File: src/rtl/rxr_pkg.sv
package rxr_pkg;
    localparam int PG_W   = 8;
    localparam int ADDR_W = PG_W + 8;
    localparam int LEN_W  = 16;

    typedef enum logic [1:0] {
        SEL_FIRST = 2'd0,
        SEL_END   = 2'd1,
        SEL_BND   = 2'd2,
        SEL_CUR   = 2'd3
    } rxr_sel_e;

    typedef enum logic [2:0] {
        S_IDLE  = 3'd0,
        S_HDR   = 3'd1,
        S_FIRST = 3'd2,
        S_DATA  = 3'd3,
        S_PAD   = 3'd4,
        S_SKIP  = 3'd5
    } rxr_state_e;

    typedef struct packed {
        logic [PG_W-1:0] first;
        logic [PG_W-1:0] last;
        logic [PG_W-1:0] bnd;
        logic [PG_W-1:0] cur;
    } rxr_pages_t;
endpackage

File: src/rtl/rxr_page_regs.sv
module rxr_page_regs
    import rxr_pkg::*;
#(
    parameter int PG_END = 128
) (
    input  logic            clk,
    input  logic            rst_n,
    input  logic            cfg_we,
    input  logic [1:0]      cfg_sel,
    input  logic [7:0]      cfg_wdata,
    input  logic            cur_load,
    input  logic [PG_W-1:0] cur_next,
    output rxr_pages_t      pages
);
    localparam logic [PG_W:0] END_LIM = (PG_W+1)'(PG_END);

    rxr_pages_t pg_d, pg_q;
    logic [PG_W:0] wval;

    always_comb begin
        pg_d = pg_q;
        wval = {1'b0, PG_W'(cfg_wdata)};
        if (cfg_we) begin
            case (rxr_sel_e'(cfg_sel))
                SEL_FIRST: if (wval <= END_LIM) pg_d.first = PG_W'(cfg_wdata);
                SEL_END:   if (wval <= END_LIM) pg_d.last  = PG_W'(cfg_wdata);
                SEL_BND:   if (wval <  END_LIM) pg_d.bnd   = PG_W'(cfg_wdata);
                default:   if (wval <  END_LIM) pg_d.cur   = PG_W'(cfg_wdata);
            endcase
        end
        if (cur_load) pg_d.cur = cur_next;
    end

    always_ff @(posedge clk or negedge rst_n) begin
        if (!rst_n) pg_q <= '0;
        else        pg_q <= pg_d;
    end

    assign pages = pg_q;
endmodule

File: src/rtl/rxr_ring_calc.sv
module rxr_ring_calc
    import rxr_pkg::*;
#(
    parameter int MIN_LEN = 60,
    parameter int ROOM    = 1518
) (
    input  rxr_pages_t        pages,
    input  logic [LEN_W-1:0]  len,
    output logic              full,
    output logic [LEN_W-1:0]  pad_len,
    output logic [LEN_W-1:0]  tot_len,
    output logic [PG_W-1:0]   next_pg,
    output logic [ADDR_W-1:0] base
);
    localparam int CW = ((ADDR_W > LEN_W) ? ADDR_W : LEN_W) + 2;

    logic [CW-1:0] first_a, end_a, bnd_a, cur_a, ring, avail, span, nxt_a;

    always_comb begin
        first_a = CW'({pages.first, 8'h00});
        end_a   = CW'({pages.last,  8'h00});
        bnd_a   = CW'({pages.bnd,   8'h00});
        cur_a   = CW'({pages.cur,   8'h00});
        ring    = end_a - first_a;

        if (cur_a < bnd_a) avail = bnd_a - cur_a;
        else               avail = ring - (cur_a - bnd_a);
        full = (end_a <= first_a) || (avail < CW'(ROOM));

        pad_len = (len < LEN_W'(MIN_LEN)) ? LEN_W'(MIN_LEN) : len;
        tot_len = pad_len + LEN_W'(4);
        span    = (CW'(tot_len) + CW'(4 + 255)) & ~CW'(255);
        nxt_a   = cur_a + span;
        if (nxt_a >= end_a) nxt_a = nxt_a - ring;
        next_pg = PG_W'(nxt_a >> 8);
        base    = ADDR_W'(cur_a);
    end
endmodule

File: src/rtl/rxr_ring_writer.sv
module rxr_ring_writer
    import rxr_pkg::*;
#(
    parameter int PG_END  = 128,
    parameter int MIN_LEN = 60,
    parameter int ROOM    = 1518
) (
    input  logic        clk,
    input  logic        rst_n,
    input  logic        halt,
    input  logic        cfg_we,
    input  logic [1:0]  cfg_sel,
    input  logic [7:0]  cfg_wdata,
    input  logic        in_valid,
    input  logic        in_sop,
    input  logic        in_eop,
    input  logic [7:0]  in_data,
    input  logic [15:0] in_len,
    input  logic        in_accept,
    output logic        busy,
    output logic        mem_we,
    output logic [15:0] mem_addr,
    output logic [7:0]  mem_wdata,
    output logic        rx_done,
    output logic [7:0]  start_pg,
    output logic [7:0]  stop_pg,
    output logic [7:0]  bnd_pg,
    output logic [7:0]  cur_pg
);
    typedef struct packed {
        rxr_state_e        st;
        logic [1:0]        hcnt;
        logic [ADDR_W-1:0] wa;
        logic [LEN_W-1:0]  pos;
        logic [LEN_W-1:0]  plen;
        logic [LEN_W-1:0]  tot;
        logic [PG_W-1:0]   nxt;
        logic [7:0]        stat;
        logic [7:0]        first;
        logic              eop_seen;
        logic              done;
        logic              we;
        logic [ADDR_W-1:0] addr;
        logic [7:0]        wdata;
    } wr_state_t;

    wr_state_t d, q;

    rxr_pages_t        pages;
    logic              full;
    logic [LEN_W-1:0]  pad_len, tot_len, pos_n;
    logic [PG_W-1:0]   next_pg;
    logic [ADDR_W-1:0] base;
    logic              finish;
    logic [7:0]        hdr_byte;

    rxr_page_regs #(.PG_END(PG_END)) u_regs (
        .clk      (clk),
        .rst_n    (rst_n),
        .cfg_we   (cfg_we),
        .cfg_sel  (cfg_sel),
        .cfg_wdata(cfg_wdata),
        .cur_load (finish),
        .cur_next (q.nxt),
        .pages    (pages)
    );

    rxr_ring_calc #(.MIN_LEN(MIN_LEN), .ROOM(ROOM)) u_calc (
        .pages  (pages),
        .len    (in_len),
        .full   (full),
        .pad_len(pad_len),
        .tot_len(tot_len),
        .next_pg(next_pg),
        .base   (base)
    );

    // Advance a write address by one, folding the end page back to the first page.
    function automatic logic [ADDR_W-1:0] step(input logic [ADDR_W-1:0] a,
                                                input rxr_pages_t p);
        logic [ADDR_W-1:0] n;
        n = a + ADDR_W'(1);
        if (n == {p.last, 8'h00}) n = {p.first, 8'h00};
        return n;
    endfunction

    always_comb begin
        case (q.hcnt)
            2'd0:    hdr_byte = q.stat;
            2'd1:    hdr_byte = 8'(q.nxt);
            2'd2:    hdr_byte = q.tot[7:0];
            default: hdr_byte = q.tot[15:8];
        endcase
    end

    always_comb begin
        d       = q;
        d.we    = 1'b0;
        d.done  = 1'b0;
        finish  = 1'b0;
        pos_n   = q.pos + LEN_W'(1);
        case (q.st)
            S_IDLE: begin
                if (in_valid && in_sop) begin
                    if (in_accept && !halt && !full) begin
                        d.st       = S_HDR;
                        d.hcnt     = 2'd0;
                        d.wa       = base;
                        d.pos      = '0;
                        d.plen     = pad_len;
                        d.tot      = tot_len;
                        d.nxt      = next_pg;
                        d.stat     = in_data[0] ? 8'h21 : 8'h01;
                        d.first    = in_data;
                        d.eop_seen = in_eop;
                    end else if (!in_eop) begin
                        d.st = S_SKIP;
                    end
                end
            end
            S_HDR: begin
                d.we    = 1'b1;
                d.addr  = q.wa;
                d.wdata = hdr_byte;
                d.wa    = step(q.wa, pages);
                d.hcnt  = q.hcnt + 2'd1;
                if (q.hcnt == 2'd3) d.st = S_FIRST;
            end
            S_FIRST: begin
                d.we    = 1'b1;
                d.addr  = q.wa;
                d.wdata = q.first;
                d.wa    = step(q.wa, pages);
                d.pos   = pos_n;
                if (!q.eop_seen)        d.st = S_DATA;
                else if (pos_n < q.plen) d.st = S_PAD;
                else                     finish = 1'b1;
            end
            S_DATA: begin
                if (in_valid) begin
                    if (q.pos < q.plen) begin
                        d.we    = 1'b1;
                        d.addr  = q.wa;
                        d.wdata = in_data;
                        d.wa    = step(q.wa, pages);
                    end
                    d.pos = pos_n;
                    if (in_eop) begin
                        if (pos_n < q.plen) d.st = S_PAD;
                        else                finish = 1'b1;
                    end
                end
            end
            S_PAD: begin
                d.we    = 1'b1;
                d.addr  = q.wa;
                d.wdata = 8'h00;
                d.wa    = step(q.wa, pages);
                d.pos   = pos_n;
                if (pos_n >= q.plen) finish = 1'b1;
            end
            S_SKIP: begin
                if (in_valid && in_eop) d.st = S_IDLE;
            end
            default: d.st = S_IDLE;
        endcase
        if (finish) begin
            d.st   = S_IDLE;
            d.done = 1'b1;
        end
    end

    always_ff @(posedge clk or negedge rst_n) begin
        if (!rst_n) begin
            q    <= '0;
            q.st <= S_IDLE;
        end else begin
            q <= d;
        end
    end

    assign busy      = (q.st == S_HDR) || (q.st == S_FIRST) || (q.st == S_PAD);
    assign mem_we    = q.we;
    assign mem_addr  = q.addr;
    assign mem_wdata = q.wdata;
    assign rx_done   = q.done;
    assign start_pg  = pages.first;
    assign stop_pg   = pages.last;
    assign bnd_pg    = pages.bnd;
    assign cur_pg    = pages.cur;
endmodule

File: config.mk
export PLATFORM = sky130hd
export DESIGN_NAME = rxr_ring_writer
export DESIGN_NICKNAME = d
export VERILOG_FILES = /design/src/rtl/rxr_pkg.sv /design/src/rtl/rxr_page_regs.sv /design/src/rtl/rxr_ring_calc.sv /design/src/rtl/rxr_ring_writer.sv
export SDC_FILE = /design/constraint.sdc
export NUM_CORES = 1
export LEC_CHECK = 0
export BUFFER_PORTS_ARGS = -buffer_cell sky130_fd_sc_hd__buf_2
export CAP_MARGIN = 10
export CORE_ASPECT_RATIO = 0.6
export CORE_MARGIN = 4
export CORE_UTILIZATION = 29
export CTS_CLUSTER_DIAMETER = 150
export DETAILED_ROUTE_END_ITERATION = 10
export SKIP_LAST_GASP = 1
export SLEW_MARGIN = 20
export SYNTH_ARGS = -nofsm -noshare
export SYNTH_HDL_FRONTEND = slang
export SYNTH_SLANG_ARGS = --single-unit
File: constraint.sdc
create_clock -name clk -period 5.7 [get_ports clk]
set_input_delay 0.285 -clock clk [delete_from_list [all_inputs] [get_ports clk]]
set_output_delay 0.285 -clock clk [all_outputs]
set_load 0.1 [all_outputs]
==> flow_metrics.tcl <==
set metrics [dict create \
    firstDrtPassIters 6 \
    status "complete, no violations" \
    grt-ovfl-total 0 \
    yosysWarnings 0 \
    cts_tree "built" \
    vias 9085 \
    crit_required_ns 6.01 \
    cts_setup_buffers 0 \
    place_congestion 0.9240 \
    worst_setup_path_end_kind "flop" \
    clk_pin_slew_ns 0.07 \
    syn_to_final_growth_pct 14.10 \
    antenna_found_initial 1 \
    grt_first_pass_wirelength_mm 51.67 \
    clockBufferDepth 2 \
    final_cell_mix "143 x dfrtp_1, 108 x nand2_1, 99 x buf_2" \
    layout.nets 1409 \
    power_density_nw_per_um2 574.8 \
    synth-edff-count 0 \
    clk_latency_ns 0.44 \
    period_share 0.9219 \
    post-route-drc-count 0 \
    synthSimpleGateAreaFrac 0.1587 \
    initial_core_util 0.2938 \
    core_um2 36280 \
    hold_path_class "in2reg" \
    fin_crit_ns 5.255 \
    criticalPathCategory "reg2reg" \
    antenna_left 0 \
    track_usage 0.1648 \
    cts_root_buf "clkbuf_16" \
    rows 54 \
    final_layout_size_suffix_gt1_frac 0.1706 \
    cts_made_buffers 17 \
    whs_ns 0.1085 \
    dominantRegCellSynth "dfrtp_1" \
    grt_max_degree 93 \
    leakagePower_nw 5.705 \
    ys_ff_latch 143 \
    startpoint_type "flop" \
    slew_viol_final 0 \
    async_reset_ff_frac 1.000 \
    dp_slack_ns -0.02808 \
    worst_slack_ns 0.4453 \
    cp_data_arrival_time_ns 5.57 \
    slew_headroom 0.2953 \
    synthMuxAreaShare 0.07124 \
    peakVddDrop_v 0.0002408 \
    synth-compound-area-share 0.1755 \
    design_area_um2 12160 \
    ys_types 72 \
    vias_per_cell 5.177 \
    fmax_mhz 190.3 \
    finalHoldViolCount 0 \
    synth_xor_area_frac 0.06209 \
    synthAdderAreaFrac 0.1239 \
    worstPathMaxFanout 80 \
    totalWireLength_mm 33.60 \
    instances_no_fill 1755 \
    synth_area_um2 10660 \
    fin_worst_skew_ns 0.01522 \
    cts_sinks 143 \
    syn_inst 1195 \
    post_dp_cell_area_um2 11520 \
    finalSetupViolations 0 \
    hpwlAfterDp_mm 25.99 \
    numPortBuffers 100 \
    syn_nets 1339 \
    fill_cells 3691 \
    dpl.cell_count 1721 \
    mostFrequentLayoutCell "dfrtp_1" \
    yosysSeqAreaShare 0.3357 \
    syn_area_per_cell_um2 8.921 \
    worstMarginPinSlew_ns 1.053 \
    htreeDepth 4 \
    die_w_um 255.5 \
    die-area_um2 39990 \
    drt_iter0_markers 880 \
    wl_per_cell_um 19.15 \
    total_power_w 0.006992 \
    io_pins 101 \
    synth_top_family_by_area "compound AO/OA/AOI/OAI gates" \
    grt_pass1_vias 8631 \
    dieHeight_um 156.5 \
    grt_setup_unrepaired "no" \
    cap_violations 0 \
]
registers in the layout (all words and copies together) (netlist names):
name / flops
rx_done: 1
mem_addr: 16
q: 85
mem_wdata: 8
u_regs.pages: 32
mem_we: 1
routing by layer:
metal / GRT usage / up-vias / part of all wire
met5: 0 / - / 0
met4: 0.04800 / 0 / 0.022
met3: 0.03946 / 44 / 0.077
met2: 0.2267 / 322 / 0.40
met1: 0.2527 / 4365 / 0.50
li1: - / 4354 / -
where the power goes:
part           switching, W  total, W  leakage [nW]  internal (W)
Sequential         0.000331   0.00166          1.82       0.00133
Clock              0.000511   0.00119         0.299      0.000674
Combinational       0.00269   0.00415          3.58       0.00146
Total               0.00354   0.00699          5.71       0.00346
synthesized netlist by cell type, types with 10 or more instances:
cell type | n | area, um2
mux2_2 | 47 | 529.3
nor3_1 | 22 | 110.1
mux2i_1 | 23 | 230.2
a21oi_1 | 82 | 410.4
clkbuf_1 | 21 | 78.83
buf_2 | 16 | 80.08
inv_1 | 96 | 360.4
dfrtp_1 | 143 | 3578
xnor2_1 | 49 | 429.2
nand2_1 | 108 | 405.4
a211oi_1 | 10 | 75.07
nand4_1 | 20 | 125.1
a2bb2oi_1 | 12 | 105.1
buf_4 | 25 | 187.7
o21ai_0 | 92 | 460.4
a21o_1 | 13 | 97.59
nand3_1 | 16 | 80.08
ha_1 | 96 | 1201
nor2_1 | 78 | 292.8
nor4_1 | 12 | 75.07
nand2b_1 | 29 | 181.4
nor2b_1 | 14 | 87.58
xor2_1 | 24 | 210.2
final cells by class:
| class | count | area, um2 | share of cell area |
|---|---|---|---|
| well taps | 476 | 595.6 | 0.04897 |
| inverters | 97 | 364.1 | 0.02994 |
| repair buffers | 122 | 674.4 | 0.05545 |
| clock inverters | 14 | 172.7 | 0.01420 |
| diodes | 1 | 2.502 | 0.0002057 |
| flip-flops and latches | 143 | 3578 | 0.2942 |
| multi-input cells | 884 | 6336 | 0.5209 |
| clock buffers | 18 | 439.2 | 0.03611 |
what timing repair did:
item	CTS	global route
endpoints found under the setup margin	0	3
hold buffers	1	0
endpoints found under the hold margin	9	0
gates resized for setup	0	3
worst max-delay path, cell delays in order (launching register included):
cell       delay, ns
dfrtp_1         0.49
inv_1           0.13
ha_1            0.19
inv_1           0.06
fa_1            0.40
a21o_1          0.19
a21oi_1         0.27
xnor2_1         0.17
ha_1            0.40
o21ai_0         0.15
o21bai_1        0.18
nor4bb_1        0.31
or4_1           0.16
a2111oi_0       0.06
or4_1           0.67
nor2_8          0.87
mux2_2          0.42
final timing paths:
check | start | slack [ns] | end | cells past startpoint
worst max-delay path | u_regs.pages[16]$_DFFE_PN0P_ | 0.45 | q[33]$_DFFE_PN0P_ | 16
worst min-delay path | in_data[5] | 0.11 | q[32]$_DFFE_PN0P_ | 2
worst max register to register | u_regs.pages[16]$_DFFE_PN0P_ | 0.45 | q[33]$_DFFE_PN0P_ | 16
worst min register to register | q[35]$_DFFE_PN0P_ | 0.47 | q[35]$_DFFE_PN0P_ | 1
max in group asynchronous | rst_n | 3.88 | q[63]$_DFFE_PN0P_ | 3
min in group asynchronous | rst_n | 0.49 | mem_wdata[3]$_DFFE_PN0P_ | 2
logic make-up (layout without fill, tap and decap cells):
| group | Yosys count | after routing |
|---|---|---|
| AOI/OAI and AO/OA | 296 | 296 |
| xor gates and xnor gates | 74 | 74 |
| adders and majority gates | 102 | 102 |
| buffers and inverters | 168 | 251 |
| DFF | 143 | 143 |
| muxes | 70 | 70 |
| other | 0 | 1 |
| and+or+nand+nor | 342 | 342 |
metrics by stage:
step	util	TNS, ns
after floorplan	-	0
after global placement	0.3174	0
after detailed placement	0.3174	-0.02896
after CTS	0.3346	0
after global routing	0.3352	0
final	0.3352	0
Note: power is estimated with default switching activity, not from simulation.
